<file path="config.mk">
export PLATFORM = sky130hd
export DESIGN_NAME = adc_seq_ctrl
export DESIGN_NICKNAME = d
export VERILOG_FILES = /design/src/rtl/adc_seq_ctrl.sv
export SDC_FILE = /design/constraint.sdc
export NUM_CORES = 1
export LEC_CHECK = 0
export ABC_AREA = 0
export ABC_CLOCK_PERIOD_IN_PS = 5500
export BUFFER_PORTS_ARGS = -buffer_cell sky130_fd_sc_hd__buf_2
export CORE_UTILIZATION = 35
export CTS_CLUSTER_SIZE = 10
export DETAILED_ROUTE_END_ITERATION = 8
export PLACE_DENSITY = 0.58
export REMOVE_ABC_BUFFERS = 1
export SLEW_MARGIN = 10
export SYNTH_ARGS = -nofsm -noshare
export SYNTH_HDL_FRONTEND = slang
export SYNTH_SLANG_ARGS = --single-unit
</file>
<file path="constraint.sdc">
create_clock -name clk -period 5.5 [get_ports clk]
set_input_delay 0.825 -clock clk [delete_from_list [all_inputs] [get_ports clk]]
set_output_delay 0.825 -clock clk [all_outputs]
set_load 0.01 [all_outputs]
</file>
<file path="src/rtl/adc_seq_ctrl.sv">
module adc_seq_ctrl #(
  parameter int RES_W      = 8,
  parameter int CH_W       = 5,
  parameter int DIV_W      = 3,
  parameter int CONV_TICKS = 16,
  parameter int REG_W      = 8
) (
  input  logic             clk,
  input  logic             rst_n,
  input  logic             reg_wr,
  input  logic             reg_rd,
  input  logic [1:0]       reg_addr,
  input  logic [REG_W-1:0] reg_wdata,
  output logic [REG_W-1:0] reg_rdata,
  input  logic             alt_tick,
  input  logic             cmp_hi,
  output logic [RES_W-1:0] dac_code,
  output logic [CH_W-1:0]  ch_sel,
  output logic             adc_on,
  output logic             irq
);
  localparam int PRE_W     = (1 << DIV_W) - 1;
  localparam int CNT_W     = $clog2(CONV_TICKS);
  localparam int FIRST_BIT = CONV_TICKS - RES_W;
  localparam int LAST      = CONV_TICKS - 1;
  localparam int CONT_BIT  = CH_W;
  localparam int IEN_BIT   = CH_W + 1;
  localparam logic [CH_W-1:0] CH_OFF = '1;

  logic             ien_q, cont_q, coco_q, irq_q, src_q, pend_q, busy_q;
  logic [CH_W-1:0]  ch_q;
  logic [DIV_W-1:0] div_q;
  logic [PRE_W-1:0] pre_cnt, pre_mask;
  logic [CNT_W-1:0] cnt_q, bit_idx;
  logic [RES_W-1:0] sar_q, sar_next, result_q, trial;
  logic             src_tick, cclk, ctrl_wr, clk_wr, res_rd, in_bits, done_w;
  logic             unused_bits;

  assign ctrl_wr  = reg_wr && reg_addr == 2'd0;
  assign clk_wr   = reg_wr && reg_addr == 2'd2;
  assign res_rd   = reg_rd && reg_addr == 2'd1;

  assign src_tick = src_q ? alt_tick : 1'b1;
  assign pre_mask = ~({PRE_W{1'b1}} << div_q);
  assign cclk     = src_tick && pre_cnt == pre_mask;

  assign in_bits  = busy_q && cnt_q >= CNT_W'(FIRST_BIT);
  assign bit_idx  = CNT_W'(LAST) - cnt_q;
  assign trial    = in_bits ? (RES_W'(1) << bit_idx) : '0;
  assign dac_code = sar_q | trial;
  assign sar_next = cmp_hi ? dac_code : sar_q;
  assign done_w   = cclk && busy_q && !pend_q && cnt_q == CNT_W'(LAST) && !ctrl_wr;

  assign ch_sel      = ch_q;
  assign adc_on      = ch_q != CH_OFF;
  assign irq         = irq_q;
  assign unused_bits = ^reg_wdata[REG_W-1:IEN_BIT+1];

  always_comb begin
    case (reg_addr)
      2'd0:    reg_rdata = REG_W'({coco_q, ien_q, cont_q, ch_q});
      2'd1:    reg_rdata = REG_W'(result_q);
      2'd2:    reg_rdata = REG_W'({src_q, div_q});
      default: reg_rdata = '0;
    endcase
  end

  always_ff @(posedge clk or negedge rst_n) begin
    if (!rst_n) begin
      div_q   <= '0;
      src_q   <= 1'b0;
      pre_cnt <= '0;
    end else if (clk_wr) begin
      div_q   <= reg_wdata[DIV_W-1:0];
      src_q   <= reg_wdata[DIV_W];
      pre_cnt <= '0;
    end else if (src_tick) begin
      pre_cnt <= cclk ? '0 : pre_cnt + 1'b1;
    end
  end

  always_ff @(posedge clk or negedge rst_n) begin
    if (!rst_n) begin
      ien_q    <= 1'b0;
      cont_q   <= 1'b0;
      ch_q     <= '0;
      coco_q   <= 1'b0;
      irq_q    <= 1'b0;
      pend_q   <= 1'b0;
      busy_q   <= 1'b0;
      cnt_q    <= '0;
      sar_q    <= '0;
      result_q <= '0;
    end else if (ctrl_wr) begin
      ien_q  <= reg_wdata[IEN_BIT];
      cont_q <= reg_wdata[CONT_BIT];
      ch_q   <= reg_wdata[CH_W-1:0];
      coco_q <= 1'b0;
      irq_q  <= 1'b0;
      busy_q <= 1'b0;
      cnt_q  <= '0;
      sar_q  <= '0;
      pend_q <= reg_wdata[CH_W-1:0] != CH_OFF;
    end else begin
      if (res_rd) begin
        coco_q <= 1'b0;
        irq_q  <= 1'b0;
      end
      if (cclk) begin
        if (pend_q) begin
          pend_q <= 1'b0;
          busy_q <= 1'b1;
          cnt_q  <= '0;
          sar_q  <= '0;
        end else if (busy_q) begin
          if (in_bits) sar_q <= sar_next;
          if (cnt_q == CNT_W'(LAST)) begin
            result_q <= sar_next;
            if (ien_q) irq_q  <= 1'b1;
            else       coco_q <= 1'b1;
            cnt_q <= '0;
            if (cont_q) sar_q <= '0;
            else        busy_q <= 1'b0;
          end else begin
            cnt_q <= cnt_q + 1'b1;
          end
        end
      end
    end
  end
endmodule

</file>
==> flow_metrics.env, run 1 <==
export IMPL_status="complete, no violations"
export IMPL_power_net_switching_uw=326
export IMPL_synth_seq_cells=42
export IMPL_path_clk_slew_ns=0.07
export IMPL_grt_setup_unrepaired="false"
export IMPL_rows=30
export IMPL_worst_vdd_ir_v=0.000110
export IMPL_grt_start_max_net_pins=43
export IMPL_yosys_warnings=0
export IMPL_number_of_flops_mapped_to_enable_cells_by_yosys=0
export IMPL_core_area_um2=6830
export IMPL_cp_arrival_ns=3.17
export IMPL_min_period_ns=2.95
export IMPL_fillers=711
export IMPL_static_leakage_power_uw=0.00139
export IMPL_boundaryPins=39
export IMPL_grt_overflow=0
export IMPL_cts_max_level=2
export IMPL_die_w_um=86.5
export IMPL_antenna_diode_instance_count=0
export IMPL_globalRouteTotalUtil_pct=17.9
export IMPL_routed_wire_length_per_instance_um=15.1
export IMPL_die_y_um=86.5
export IMPL_syn_avg_cell_area_um2=9.28
export IMPL_place_congestion=0.775
export IMPL_maxSlewHeadroom_pct=37.4
export IMPL_largest_fanout_of_any_net_on_the_critical_path=14
export IMPL_port_buffer_count=37
export IMPL_worstSetupStartpointType="input pin"
export IMPL_post_route_cells_drive_above_1_share_pct=21.5
export IMPL_design_final_nets=325
export IMPL_min_path_type="reg2reg"
export IMPL_postRouteAntennaNets=0
export IMPL_synth_largest_area_cell="sky130_fd_sc_hd__dfrtp_1"
export IMPL_swShare_pct=35.8
export IMPL_detail_route_first_pass_iterations=4
export IMPL_setup_viol_count_final=0
export IMPL_synth_top_area_cells="sky130_fd_sc_hd__dfrtp_1 (42%), sky130_fd_sc_hd__mux2i_1 (6.0%), sky130_fd_sc_hd__nand2_1 (6.0%)"
export IMPL_place_hpwl_um=4420
export IMPL_postSynth_topFlopCell="sky130_fd_sc_hd__dfrtp_1"
export IMPL_share_seq_of_total_power_pct=45.5
export IMPL_drt_vias_per_instance=5.19
export IMPL_clock_tree_from_tritoncts="yes"
export IMPL_fmax_mhz=338
export IMPL_power_density_nw_per_um2=318
export IMPL_worst_slew_pin_tran_ns=0.940
export IMPL_fin_crit_sh_pct=53.7
export IMPL_final_max_slew_viol_count=0
export IMPL_drv_max_cap_violation_count=0
export IMPL_clk_insertion_delay_late_ns=0.29
export IMPL_internal_power_uw=584
export IMPL_synth_yosys_seq_area_share_pct=42.1
export IMPL_drc=0
export IMPL_route_vias_total=2070
export IMPL_post_cts_repair_setup_buffers=0
export IMPL_synthDominantCellAreaShare_pct=42.1
export IMPL_floorplan_initialDensity_pct=36.6
export IMPL_drt_iter0_drc=120
export IMPL_timing_clock_skew_ns=0.00272
export IMPL_fraction_of_registers_with_async_set_or_reset_after_synthesis_pct=100
export IMPL_areaGrowthSynthToFinish_pct=14.4
export IMPL_cts_root_buffer_cell="sky130_fd_sc_hd__clkbuf_8"
export IMPL_ctsLongestPathBuffers=2
export IMPL_cts_buffers_inserted=5
export IMPL_p_clk_share_pct=26.1
export IMPL_ctsHoldBuffers=0
export IMPL_fin_setup_tns_ns=0
export IMPL_grt_first_pass_wirelength_um=10300
export IMPL_pwr_share_comb_pct=28.3
export IMPL_postSynthCellCount=269
export IMPL_worst_path_required_ns=5.72
export IMPL_mappedNetlistArea_um2=2500
export IMPL_layoutNonFillerInstCount=399
export IMPL_kind_of_end_point_of_the_critical_path="register"
export IMPL_cts_num_sinks=42
export IMPL_cts_resized=0
export IMPL_post_place_cells=391
export IMPL_critPathKind="in2reg"
export IMPL_totalWireLength_um=6010
export IMPL_grt_antenna_before_repair=0
export IMPL_final_hold_viol_count=0
export IMPL_first_global_vias=2000
export IMPL_area_enclosed_by_the_die_boundary_um2=7480
export IMPL_dp_slack_ns=2.24
export IMPL_fin_ws_ns=2.55
export IMPL_synth_distinct_cells=50
==> kinds of logic (layout without fill, tap and decap cells) <==
family	after synthesis	in the layout	synth area share, %
multiplexers	21	21	9.02
buffers and inverters	24	58	4.21
XOR/XNOR	5	5	1.75
AND/OR/NAND/NOR	104	104	21.1
AO/OA/AOI/OAI	66	66	18.3
flip-flops	42	42	42.1
adder cells (fa/ha/maj)	7	7	3.51
==> flip-flops by register name (all words and copies together) (netlist names) <==
signal	flops
result_q	8
sar_q	8
pre_cnt	7
ch_sel	5
cnt_q	4
div_q	3
busy_q	1
coco_q	1
cont_q	1
ien_q	1
irq	1
pend_q	1
src_q	1
==> worst max-delay path: stages <==
cell and delay, ns:
sky130_fd_sc_hd__buf_2 0.21, sky130_fd_sc_hd__nor2b_1 0.12, sky130_fd_sc_hd__nand2b_1 0.44, sky130_fd_sc_hd__nand2_1 0.24
sky130_fd_sc_hd__a2111oi_2 0.74, sky130_fd_sc_hd__nand2_1 0.36, sky130_fd_sc_hd__a21oi_1 0.23
==> path summary, 6_finish.rpt <==
path	start	endpoint	slack, ns	cells past startpoint
max	reg_addr[0]	sar_q[5]	2.55	7
min	coco_q	coco_q	0.51	1
max reg2reg	div_q[2]	result_q[0]	2.94	6
min reg2reg	coco_q	coco_q	0.51	1
max in group asynchronous	rst_n	ch_sel[1]	4.24	1
min in group asynchronous	rst_n	sar_q[2]	0.67	1
==> per-stage QoR <==
step                total power [uW]  cell area (um^2)  utilization [%]  hold WS (ns)
global placement                 673              2750             40.3         0.501
detailed placement               676              2750             40.3         0.500
floorplan                        585              2440                -         0.472
CTS                              918              2860             41.8         0.518
global route                     972              2860             41.8         0.542
finish                           910              2860             41.8         0.514
==> cell usage after synthesis (3+ instances only) <==
master                      n
sky130_fd_sc_hd__dfrtp_1   42
sky130_fd_sc_hd__nand2_1   40
sky130_fd_sc_hd__a21oi_1   17
sky130_fd_sc_hd__mux2i_1   15
sky130_fd_sc_hd__nor2_1    13
sky130_fd_sc_hd__inv_1     12
sky130_fd_sc_hd__o21ai_0   10
sky130_fd_sc_hd__and3_1     8
sky130_fd_sc_hd__clkbuf_1   8
sky130_fd_sc_hd__nor3_1     8
sky130_fd_sc_hd__a31oi_1    7
sky130_fd_sc_hd__ha_1       7
sky130_fd_sc_hd__a21o_1     6
sky130_fd_sc_hd__nand3_1    6
sky130_fd_sc_hd__or2_2      5
sky130_fd_sc_hd__a41oi_1    4
sky130_fd_sc_hd__mux2_2     4
sky130_fd_sc_hd__nand2b_1   4
sky130_fd_sc_hd__nand4_1    4
sky130_fd_sc_hd__nor2b_1    4
sky130_fd_sc_hd__o21a_1     4
sky130_fd_sc_hd__a31o_2     3
sky130_fd_sc_hd__xor2_1     3
==> layout by cell type (no fill, tap or decap), types with 8 or more instances in the layout <==
cell	Yosys	final
sky130_fd_sc_hd__mux2i_1	15	15
sky130_fd_sc_hd__inv_1	12	12
sky130_fd_sc_hd__nor3_1	8	8
sky130_fd_sc_hd__and3_1	8	8
sky130_fd_sc_hd__nor2_1	13	13
sky130_fd_sc_hd__a21oi_1	17	17
sky130_fd_sc_hd__dfrtp_1	42	42
sky130_fd_sc_hd__o21ai_0	10	10
sky130_fd_sc_hd__nand2_1	40	40
sky130_fd_sc_hd__buf_2	0	37
==> power groups by stage <==
stage / Clock, uW / Combinational (uW) / Sequential (uW)
after detailed placement: 0 / 257 / 419
after global routing: 257 / 291 / 423
after floorplan: 0 / 183 / 402
final: 238 / 258 / 414
after CTS: 247 / 258 / 413
after global placement: 0 / 256 / 418
==> area by class of cell <==
| type | instances | area [um^2] | share of cell area [%] |
|---|---|---|---|
| multi-input combinational | 203 | 1340 | 47.0 |
| timing repair buffer | 38 | 193 | 6.75 |
| tap | 96 | 120 | 4.20 |
| clock buffer | 7 | 76.3 | 2.67 |
| sequential | 42 | 1050 | 36.8 |
| clock inverter | 1 | 30.0 | 1.05 |
| inverter | 12 | 45.0 | 1.58 |
==> layer usage <==
layer	part of all wire [%]	GRT usage (%)	wire length (um)	vias to the layer above
met5	0	0	0	-
met4	1.4	5.91	84	0
met3	3.6	2.57	218	5
met2	47	28.6	2820	46
met1	48	24.9	2890	995
li1	-	-	-	1024
Power figures use the tool's default switching activity.
==> run 2: changes to the inputs <==
--- a/config.mk
+++ b/config.mk
@@ -6,7 +6,7 @@
 export NUM_CORES = 1
 export LEC_CHECK = 0
 export ABC_AREA = 0
-export ABC_CLOCK_PERIOD_IN_PS = 5500
+export ABC_CLOCK_PERIOD_IN_PS = 2900
 export BUFFER_PORTS_ARGS = -buffer_cell sky130_fd_sc_hd__buf_2
 export CORE_UTILIZATION = 35
 export CTS_CLUSTER_SIZE = 10
==> constraint.sdc (replaced) <==
create_clock -name clk -period 2.9 [get_ports clk]
set_input_delay 0.435 -clock clk [delete_from_list [all_inputs] [get_ports clk]]
set_output_delay 0.435 -clock clk [all_outputs]
set_load 0.01 [all_outputs]
==> run 2 against run 1 <==
Routed wire length is 1.5% higher. Global-route usage is 0.14 points lower. First-iteration DRC count is 32% higher. Flip-flop and latch count stayed put. Clock power is 69% higher. Critical path depth stayed put. Core utilization is 0.38 points higher. Largest cell class unchanged. Final area is 0.92% higher. Clock skew is 0.0026 ns higher.
==> flow_metrics.env, run 2 (same netlist as run 1, synthesis figures left out) <==
export IMPL_fin_crit_sh_pct=85.4
export IMPL_reg2reg_depth=7
export IMPL_min_path_type="in2async"
export IMPL_boundaryPins=39
export IMPL_die_w_um=86.5
export IMPL_cts_resized=0
export IMPL_status="complete, no violations"
export IMPL_die_y_um=86.5
export IMPL_cp_arrival_ns=2.70
export IMPL_postRouteAntennaNets=0
export IMPL_drt_vias_per_instance=5.21
export IMPL_port_buffer_count=37
export IMPL_swShare_pct=37.7
export IMPL_worst_vdd_ir_v=0.000175
export IMPL_cts_max_level=2
export IMPL_final_hold_viol_count=0
export IMPL_cts_root_buffer_cell="sky130_fd_sc_hd__clkbuf_8"
export IMPL_detail_route_first_pass_iterations=4
export IMPL_finalCoreUtilization_pct=42.2
export IMPL_cts_buffers_inserted=5
export IMPL_fillers=695
export IMPL_static_leakage_power_uw=0.00141
export IMPL_grt_antenna_before_repair=0
export IMPL_power_net_switching_uw=639
export IMPL_clk_insertion_delay_late_ns=0.30
export IMPL_post_route_cells_drive_above_1_share_pct=23.4
export IMPL_globalRouteTotalUtil_pct=17.7
export IMPL_largestRegisters="result_q: 8 flops, sar_q: 8 flops, pre_cnt: 7 flops"
export IMPL_final_max_slew_viol_count=0
export IMPL_areaGrowthSynthToFinish_pct=15.4
export IMPL_drt_iter0_drc=158
export IMPL_setup_reg_to_reg_worst_slack_ns=0.42
export IMPL_multi_input_comb_area_um2=1340
export IMPL_worstSetupStartpointType="register"
export IMPL_mostFrequentLayoutCells="sky130_fd_sc_hd__dfrtp_1 (42), sky130_fd_sc_hd__nand2_1 (40), sky130_fd_sc_hd__buf_2 (37)"
export IMPL_ctsLongestPathBuffers=2
export IMPL_floorplan_initialDensity_pct=36.6
export IMPL_drv_max_cap_violation_count=0
export IMPL_p_clk_share_pct=23.7
export IMPL_r2r_start="div_q[2]"
export IMPL_kind_of_end_point_of_the_critical_path="register"
export IMPL_route_vias_total=2106
export IMPL_internal_power_uw=1060
export IMPL_routed_wire_length_per_instance_um=15.1
export IMPL_final_hold_worst_slack_ns=0.274
export IMPL_grt_first_pass_wirelength_um=10300
export IMPL_seq_cell_area_um2=1050
export IMPL_worst_slew_pin_tran_ns=0.934
export IMPL_path_clk_slew_ns=0.08
export IMPL_totalWireLength_um=6110
export IMPL_maxSlewHeadroom_pct=37.7
export IMPL_ctsHoldBuffers=0
export IMPL_share_seq_of_total_power_pct=46.2
export IMPL_placement_cell_area_um2=2790
export IMPL_antenna_diode_instance_count=0
export IMPL_post_cts_repair_setup_buffers=0
export IMPL_place_hpwl_um=4460
export IMPL_place_congestion=0.796
export IMPL_fmax_mhz=404
export IMPL_rows=30
export IMPL_total_power_uw=1700
export IMPL_grt_overflow=0
export IMPL_crit_reg2reg_capture="result_q[7]"
export IMPL_setup_worst_path_start="div_q[2]"
export IMPL_worst_path_required_ns=3.12
export IMPL_grt_start_max_net_pins=43
export IMPL_power_density_nw_per_um2=588
export IMPL_mostFrequentLayoutCell="sky130_fd_sc_hd__dfrtp_1"
export IMPL_setup_viol_count_final=0
export IMPL_design_area_um2=2880
export IMPL_timing_clock_skew_ns=0.00534
export IMPL_drc=0
export IMPL_area_enclosed_by_the_die_boundary_um2=7480
export IMPL_first_global_vias=2007
export IMPL_min_period_ns=2.48
export IMPL_cts_num_sinks=42
export IMPL_core_area_um2=6830
export IMPL_grt_setup_unrepaired="false"
export IMPL_critPathKind="reg2reg"
export IMPL_fin_setup_tns_ns=0
export IMPL_largest_fanout_of_any_net_on_the_critical_path=11
export IMPL_pwr_share_comb_pct=30.1
export IMPL_clock_tree_from_tritoncts="yes"
export IMPL_design_final_nets=330
==> run 2: cell types whose count changed in the layout (fill, tap and decap cells not counted), sizes merged <==
cell	before	now
buf	38	43
bufinv	1	0
clkbuf	7	6
clkinv	0	1
clkinvlp	0	1
==> run 2: stage by stage <==
step / setup slack [ns] / cells
2_1_floorplan: 0.586 / 257
3_3_place_gp: 0.512 / 396
3_5_place_dp: 0.449 / 396
4_1_cts: 0.435 / 404
5_1_grt: 0.255 / 404
6_report: 0.422 / 404
==> run 2: final cells by class <==
| class | count | area share (%) |
|---|---|---|
| flip-flops and latches | 42 | 36.5 |
| repair buffers | 43 | 7.99 |
| clock inverters | 2 | 0.434 |
| well taps | 96 | 4.17 |
| multi-input cells | 203 | 46.5 |
| inverters | 12 | 1.56 |
| clock buffers | 6 | 2.86 |
==> run 2: worst max-delay path by stage <==
stage	end	slack [ns]
after floorplan	result_q[0]	0.59
after global placement	result_q[7]	0.51
after detailed placement	result_q[7]	0.45
after CTS	result_q[7]	0.43
after global routing	result_q[1]	0.25
final	result_q[7]	0.42
==> run 2: critical path: stages, from the launching register on <==
cell,delay [ns]
sky130_fd_sc_hd__dfrtp_1,0.52
sky130_fd_sc_hd__nor4_2,0.35
sky130_fd_sc_hd__or2b_1,0.25
sky130_fd_sc_hd__o21ai_1,0.12
sky130_fd_sc_hd__o21ai_2,0.17
sky130_fd_sc_hd__nor4_4,0.57
sky130_fd_sc_hd__buf_4,0.24
sky130_fd_sc_hd__mux2i_1,0.18
==> run 2: power by group through the flow <==
stage	clock network (uW)	logic, uW	registers [uW]
floorplan	0	348	762
global placement	0	506	790
detailed placement	0	508	793
CTS	417	511	781
global route	440	566	802
finish	402	510	784
==> run 2: routing by layer <==
metal | vias up | share of wire [%] | wire (um) | GRT usage (%)
met3 | 2 | 3.3 | 202 | 2.76
met5 | - | 0 | 0 | 0
li1 | 1036 | - | - | -
met4 | 0 | 0.47 | 29 | 4.55
met1 | 1017 | 49 | 2980 | 25.6
met2 | 51 | 47 | 2890 | 27.8
